==> src/rtl/prot_cfg_pkg.sv <==
package prot_cfg_pkg;
  localparam logic [5:0] W_TYPE = 6'd0;
  localparam logic [5:0] W_CTL  = 6'd1;
  localparam logic [5:0] W_RNR  = 6'd2;
  localparam logic [5:0] W_BASE = 6'd3;
  localparam logic [5:0] W_ATTR = 6'd4;
  localparam logic [5:0] W_ALIAS0 = 6'd5;

  localparam logic [31:0] ATTR_KEEP = 32'h173F_FF3F;
  localparam logic [31:0] BASE_KEEP = 32'hFFFF_FFE0;

  typedef enum logic [2:0] {
    K_NONE, K_TYPE, K_CTL, K_RNR, K_BASE, K_ATTR
  } reg_kind_e;

  typedef struct packed {
    logic       xn;
    logic [2:0] ap;
    logic [5:0] memattr;
    logic [7:0] srd;
    logic [4:0] size;
    logic       en;
  } region_fields_t;

  // bits kept in the exported base for a given size code
  function automatic logic [31:0] base_keep_mask(input logic [4:0] sz);
    logic [31:0] m;
    for (int i = 0; i < 32; i++) begin
      m[i] = (i >= 5) && (i > int'(sz));
    end
    return m;
  endfunction

  function automatic region_fields_t split_attr(input logic [31:0] a);
    region_fields_t f;
    f.xn      = a[28];
    f.ap      = a[26:24];
    f.memattr = a[21:16];
    f.srd     = a[15:8];
    f.size    = a[5:1];
    f.en      = a[0];
    return f;
  endfunction
endpackage

==> src/rtl/prot_cfg_decode.sv <==
module prot_cfg_decode
  import prot_cfg_pkg::*;
#(
  parameter int unsigned NUM_REGIONS = 8,
  parameter int unsigned NUM_ALIAS   = 2,
  localparam int unsigned IDX_W      = $clog2(NUM_REGIONS)
) (
  input  logic [7:0]       addr_i,
  input  logic             we_i,
  input  logic [31:0]      wdata_i,
  input  logic [7:0]       rnr_i,
  output reg_kind_e        kind_o,
  output logic [IDX_W-1:0] wr_idx_o,
  output logic             wr_ok_o,
  output logic             ovr_hit_o,
  output logic             rnr_ok_o
);
  localparam int unsigned LAST_ALIAS = int'(W_ALIAS0) + 2 * NUM_ALIAS;

  logic [5:0] word;
  assign word = addr_i[7:2];

  always_comb begin
    kind_o = K_NONE;
    unique case (word)
      W_TYPE:  kind_o = K_TYPE;
      W_CTL:   kind_o = K_CTL;
      W_RNR:   kind_o = K_RNR;
      W_BASE:  kind_o = K_BASE;
      W_ATTR:  kind_o = K_ATTR;
      default: begin
        if (int'(word) >= int'(W_ALIAS0) && int'(word) < LAST_ALIAS)
          kind_o = word[0] ? K_BASE : K_ATTR;
      end
    endcase
  end

  assign rnr_ok_o  = 32'(rnr_i) < NUM_REGIONS;
  assign ovr_hit_o = we_i && (kind_o == K_BASE) && wdata_i[4]
                     && (32'(wdata_i[3:0]) < NUM_REGIONS);
  assign wr_idx_o  = ovr_hit_o ? wdata_i[IDX_W-1:0] : rnr_i[IDX_W-1:0];
  assign wr_ok_o   = ovr_hit_o || rnr_ok_o;
endmodule

==> src/rtl/prot_cfg_slot.sv <==
module prot_cfg_slot
  import prot_cfg_pkg::*;
(
  input  logic           clk_i,
  input  logic           rst_ni,
  input  logic           wr_base_i,
  input  logic           wr_attr_i,
  input  logic [31:0]    wdata_i,
  output logic [31:0]    base_q_o,
  output logic [31:0]    attr_q_o,
  output logic [31:0]    base_eff_o,
  output region_fields_t fields_o
);
  logic [31:0] base_q, attr_q;

  always_ff @(posedge clk_i or negedge rst_ni) begin
    if (!rst_ni) begin
      base_q <= '0;
      attr_q <= '0;
    end else begin
      if (wr_base_i) base_q <= wdata_i & BASE_KEEP;
      if (wr_attr_i) attr_q <= wdata_i & ATTR_KEEP;
    end
  end

  assign fields_o   = split_attr(attr_q);
  assign base_eff_o = base_q & base_keep_mask(fields_o.size);
  assign base_q_o   = base_q;
  assign attr_q_o   = attr_q;
endmodule

==> src/rtl/prot_cfg_regs.sv <==
module prot_cfg_regs
  import prot_cfg_pkg::*;
#(
  parameter int unsigned NUM_REGIONS = 8,
  parameter int unsigned NUM_ALIAS   = 2,
  localparam int unsigned IDX_W      = $clog2(NUM_REGIONS)
) (
  input  logic                      clk_i,
  input  logic                      rst_ni,
  input  logic [7:0]                addr_i,
  input  logic                      we_i,
  input  logic [31:0]               wdata_i,
  output logic [31:0]               rdata_o,
  output logic                      ctl_en_o,
  output logic                      ctl_fault_bypass_o,
  output logic                      ctl_priv_dflt_o,
  output logic [NUM_REGIONS-1:0]    reg_en_o,
  output logic [NUM_REGIONS*32-1:0] reg_base_o,
  output logic [NUM_REGIONS*5-1:0]  reg_size_o,
  output logic [NUM_REGIONS*3-1:0]  reg_ap_o,
  output logic [NUM_REGIONS-1:0]    reg_xn_o,
  output logic [NUM_REGIONS*6-1:0]  reg_memattr_o,
  output logic [NUM_REGIONS*8-1:0]  reg_srd_o
);
  localparam logic [31:0] TYPE_VAL = {16'h0, 8'(NUM_REGIONS), 8'h0};

  reg_kind_e        kind;
  logic [IDX_W-1:0] wr_idx;
  logic             wr_ok, ovr_hit, rnr_ok;
  logic [7:0]       rnr_q;
  logic [2:0]       ctl_q;
  logic [31:0]      rdata_q, rd_comb;

  logic [31:0]    base_q   [NUM_REGIONS];
  logic [31:0]    attr_q   [NUM_REGIONS];
  logic [31:0]    base_eff [NUM_REGIONS];
  region_fields_t fields   [NUM_REGIONS];

  prot_cfg_decode #(
    .NUM_REGIONS(NUM_REGIONS),
    .NUM_ALIAS  (NUM_ALIAS)
  ) u_dec (
    .addr_i   (addr_i),
    .we_i     (we_i),
    .wdata_i  (wdata_i),
    .rnr_i    (rnr_q),
    .kind_o   (kind),
    .wr_idx_o (wr_idx),
    .wr_ok_o  (wr_ok),
    .ovr_hit_o(ovr_hit),
    .rnr_ok_o (rnr_ok)
  );

  for (genvar g = 0; g < NUM_REGIONS; g++) begin : g_slot
    logic sel;
    assign sel = we_i && wr_ok && (wr_idx == IDX_W'(g));

    prot_cfg_slot u_slot (
      .clk_i     (clk_i),
      .rst_ni    (rst_ni),
      .wr_base_i (sel && kind == K_BASE),
      .wr_attr_i (sel && kind == K_ATTR),
      .wdata_i   (wdata_i),
      .base_q_o  (base_q[g]),
      .attr_q_o  (attr_q[g]),
      .base_eff_o(base_eff[g]),
      .fields_o  (fields[g])
    );

    assign reg_en_o[g]             = fields[g].en;
    assign reg_xn_o[g]             = fields[g].xn;
    assign reg_base_o[g*32 +: 32]  = base_eff[g];
    assign reg_size_o[g*5 +: 5]    = fields[g].size;
    assign reg_ap_o[g*3 +: 3]      = fields[g].ap;
    assign reg_memattr_o[g*6 +: 6] = fields[g].memattr;
    assign reg_srd_o[g*8 +: 8]     = fields[g].srd;
  end

  always_ff @(posedge clk_i or negedge rst_ni) begin
    if (!rst_ni) begin
      rnr_q <= '0;
      ctl_q <= '0;
    end else if (we_i) begin
      if (kind == K_RNR)  rnr_q <= wdata_i[7:0];
      else if (ovr_hit)   rnr_q <= {4'h0, wdata_i[3:0]};
      if (kind == K_CTL)  ctl_q <= wdata_i[2:0];
    end
  end

  // reads always follow the stored selection, never a pending override
  always_comb begin
    rd_comb = '0;
    unique case (kind)
      K_TYPE: rd_comb = TYPE_VAL;
      K_CTL:  rd_comb = {29'h0, ctl_q};
      K_RNR:  rd_comb = {24'h0, rnr_q};
      K_BASE: if (rnr_ok)
                rd_comb = {base_q[rnr_q[IDX_W-1:0]][31:5], 1'b0, rnr_q[3:0]};
      K_ATTR: if (rnr_ok) rd_comb = attr_q[rnr_q[IDX_W-1:0]];
      default: rd_comb = '0;
    endcase
  end

  always_ff @(posedge clk_i or negedge rst_ni) begin
    if (!rst_ni) rdata_q <= '0;
    else         rdata_q <= rd_comb;
  end

  assign rdata_o            = rdata_q;
  assign ctl_en_o           = ctl_q[0];
  assign ctl_fault_bypass_o = ctl_q[1];
  assign ctl_priv_dflt_o    = ctl_q[2];
endmodule

==> config.mk <==
export PLATFORM = sky130hd
export DESIGN_NAME = prot_cfg_regs
export DESIGN_NICKNAME = d
export VERILOG_FILES = /design/src/rtl/prot_cfg_pkg.sv /design/src/rtl/prot_cfg_decode.sv /design/src/rtl/prot_cfg_slot.sv /design/src/rtl/prot_cfg_regs.sv
export SDC_FILE = /design/constraint.sdc
export NUM_CORES = 1
export LEC_CHECK = 0
export BUFFER_PORTS_ARGS = -buffer_cell sky130_fd_sc_hd__buf_2
export CELL_PAD_IN_SITES_DETAIL_PLACEMENT = 1
export CELL_PAD_IN_SITES_GLOBAL_PLACEMENT = 2
export CORE_AREA = 2 2 330 332
export CTS_CLUSTER_SIZE = 40
export DETAILED_ROUTE_END_ITERATION = 7
export DIE_AREA = 0 0 332 334
export GPL_TIMING_DRIVEN = 0
export PLACE_DENSITY_LB_ADDON = 0.1
export SLEW_MARGIN = 30
export SYNTH_ARGS = -nofsm -noshare
export SYNTH_HDL_FRONTEND = slang
export SYNTH_HIERARCHICAL = 1
export SYNTH_SLANG_ARGS = --single-unit
export TNS_END_PERCENT = 50
==> constraint.sdc <==
create_clock -name clk_i -period 5.6 [get_ports clk_i]
set_input_delay 0.56 -clock clk_i [delete_from_list [all_inputs] [get_ports clk_i]]
set_output_delay 0.56 -clock clk_i [all_outputs]
set_load 0.05 [all_outputs]
==> impl_results.md <==
- CP required: about 6.1 ns
- Pre-CTS setup slack: approximately 1.4 ns
- Initial DRC Count: 1486
- Clk_lat worst skew: 0.67 ns
- Post-CTS setup buffers: 0
- Commonest non-fill, non-tap cell in the layout: buf_2
- Worst flop-to-flop path startpoint: rnr_q[6]
- I/O Buffers: 483
- Final Util: a little over 30%
- Setup crit end kind: register
- Fill count: between 10000 and 15000
- # IOs: ~530
- Global-route usage over all layers: 24.8%
- R2r setup slk: between 2 and 2.5 ns
- GRT overflow: 0
- Final Non-Filler Cells: approximately 4200
- HP Class: primary input to register
- Post-Place Cells: slightly above 4000
- Final nets: approximately 2700
- Min setup slack post-route: 1.96 ns
- Peak VDD IR: 0.000246 V
- Setup violations, final: 0
- R2R depth: 9
- M2 GR Usage: a little over two fifths
- CP Cell Sequence: buf_2 > nor2_1 > a2bb2oi_1 > nor3_1 > buf_4 > nor3b_1 > nand4_1 > nor3_1 > buf_2 > mux2_2
- Worst hold stages: 2
- GR Layer Usage met3: about 3.7%
- Residual DRC: 0
- Final Cycle Share: between 60% and 70%
- Setup TNS: 0 ns
- Leak: roughly 17 nW
- Clock transition at path regs: about 0.06 ns
- Initial Util: 24.4%
- Status: completed
- P&R area growth vs syn: 26.1%
- Final Wtd Congestion: roughly 0.87
- Met1 usage: 33.0%
- Antenna violations before repair: 16
- CP Class: primary input to register
- Die Y: roughly 330 µm
- Hold Path End: g_slot[3].u_slot/base_q_o[27]
- Busiest grt layer: met2
- Layout cells sized above 1: between 50% and 60%
- Total number of vias: 20100
- Reg area: 0.0113 mm²
- # H-tree levels: 2
- RSZ-0062 raised after global routing: no
- RR Endpoint: g_slot[0].u_slot/base_q_o[6]
- Max Buffers Root-to-Sink: 3
- PD cells: between 200 and 300 mW/mm²
- Ys Warns: 6
- Worst clock skew: 0.0392 ns
- Final hold violations: 0
- Synth Cell Area: about 0.026 mm²
- Slowest cell on crit path: nor3_1
- Die width: roughly 330 µm
- CP Launch Type: primary input
- Placed wire-length estimate: approximately 110000 µm
- Pin count of the biggest net entering global routing: 80
- Post-Synthesis Cells: roughly 2100
- Max cap viols: 0
- Rel. slew slack: between 20% and 30%
- Hold path start: wdata_i[27]
- Multi-input logic area: ~0.012 mm²
- Routed length per instance: between 30 and 40 µm
- Worst path max stage delay: 0.65 ns
- CTS resizes: 0
- DRT Pass-1 Iters: 5
- Most frequent cells in the layout: 506 x buf_2, 451 x dfrtp_1, 339 x buf_4, 251 x mux2_2, 128 x mux2_4
- Max FO, Critical Path: 10
- ANT nets after route: 0
- Post-layout min period: roughly 3.6 ns
- Core area: between 0.1 and 0.15 mm²
- Vias per inst: about 4.8
- Clk root buf: clkbuf_16
- Die Area: 0.111 mm²
- Arr. time, crit path: around 4.2 ns
- Rows: around 120
- Peak Freq: roughly 270 MHz
- TritonCTS Buffers: 59
- Pins Over Slew Limit: 0
- Worst-Margin Slew: about 1.1 ns
- CTS sink cnt: 451
- Synthesized area per cell: about 13 µm²
- Vias in the first global route: around 21000
- Routed wire length: around 140000 µm
- First-pass GRT wire length: 189000 µm
- CTS tree: done
power breakdown:
group	leakage (nW)	switching [mW]	internal [mW]	total (mW)
combinational	9.95	1.02	0.521	1.54
sequential	6.04	0.164	3.40	3.56
clock	1.01	1.62	2.45	4.08
state kept, by name, summed over array words and instances (netlist names):
name	count
g_slot.u_slot/base_q_o	216
g_slot.u_slot/attr_q_o	192
rdata_o	32
rnr_q	8
ctl_q	3
how the worst max path moves through the flow:
stage | startpoint | end | slack (ns) | cells past startpoint
6_report | addr_i[3] | g_slot[4].u_slot/base_q_o[7] | 1.96 | 10
5_1_grt | addr_i[3] | g_slot[4].u_slot/base_q_o[7] | 1.89 | 10
4_1_cts | addr_i[3] | rdata_o[25] | 2.06 | 11
3_5_place_dp | addr_i[3] | rdata_o[21] | 1.39 | 11
3_3_place_gp | rst_ni | g_slot[6].u_slot/base_q_o[28] | -5.98 | 1
2_1_floorplan | addr_i[3] | g_slot[4].u_slot/attr_q_o[0] | 2.73 | 11
metal layers:
| metal | wire length (µm) | vias up | part of all wire, % |
|---|---|---|---|
| li1 | - | 8400 | - |
| met1 | 62200 | 10800 | 44 |
| met2 | 67600 | 680 | 48 |
| met3 | 6680 | 152 | 4.8 |
| met4 | 3730 | 6 | 2.7 |
| met5 | 40 | - | 0.029 |
worst max-delay path, delay by kind of cell:
| family | cells | cell delay (ns) |
|---|---|---|
| muxes | 1 | 0.38 |
| and+or+nand+nor | 5 | 2.28 |
| AOI/OAI and AO/OA | 1 | 0.16 |
| buffers and inverters | 3 | 0.80 |
area by class of cell:
cell class | instances | area share, %
Clock buffer | 88 | 5.24
Timing Repair Buffer | 493 | 8.06
Buffer | 439 | 10.5
Multi-Input combinational cell | 1219 | 35.4
Inverter | 42 | 0.476
Tap cell | 1414 | 5.34
Antenna cell | 2 | 0.0151
Sequential cell | 451 | 34.1
Clock inverter | 23 | 0.925
per-stage QoR:
| stage | hold slack (ns) | cell area [µm²] | total power, mW |
|---|---|---|---|
| 5_1_grt | 0.280 | 33100 | 9.49 |
| 2_1_floorplan | 0.264 | 26600 | 4.48 |
| 4_1_cts | 0.248 | 33100 | 9.31 |
| 3_5_place_dp | 0.420 | 31100 | 5.18 |
| 3_3_place_gp | 0.501 | 30800 | 5.14 |
| 6_report | 0.279 | 33100 | 9.18 |
repair_timing:
item | 4_1_cts | 5_1_grt
hold endpoints to repair | 20 | 0
hold buffers | 1 | 0
endpoints found under the setup margin | 0 | 0
Power figures use the tool's default switching activity.
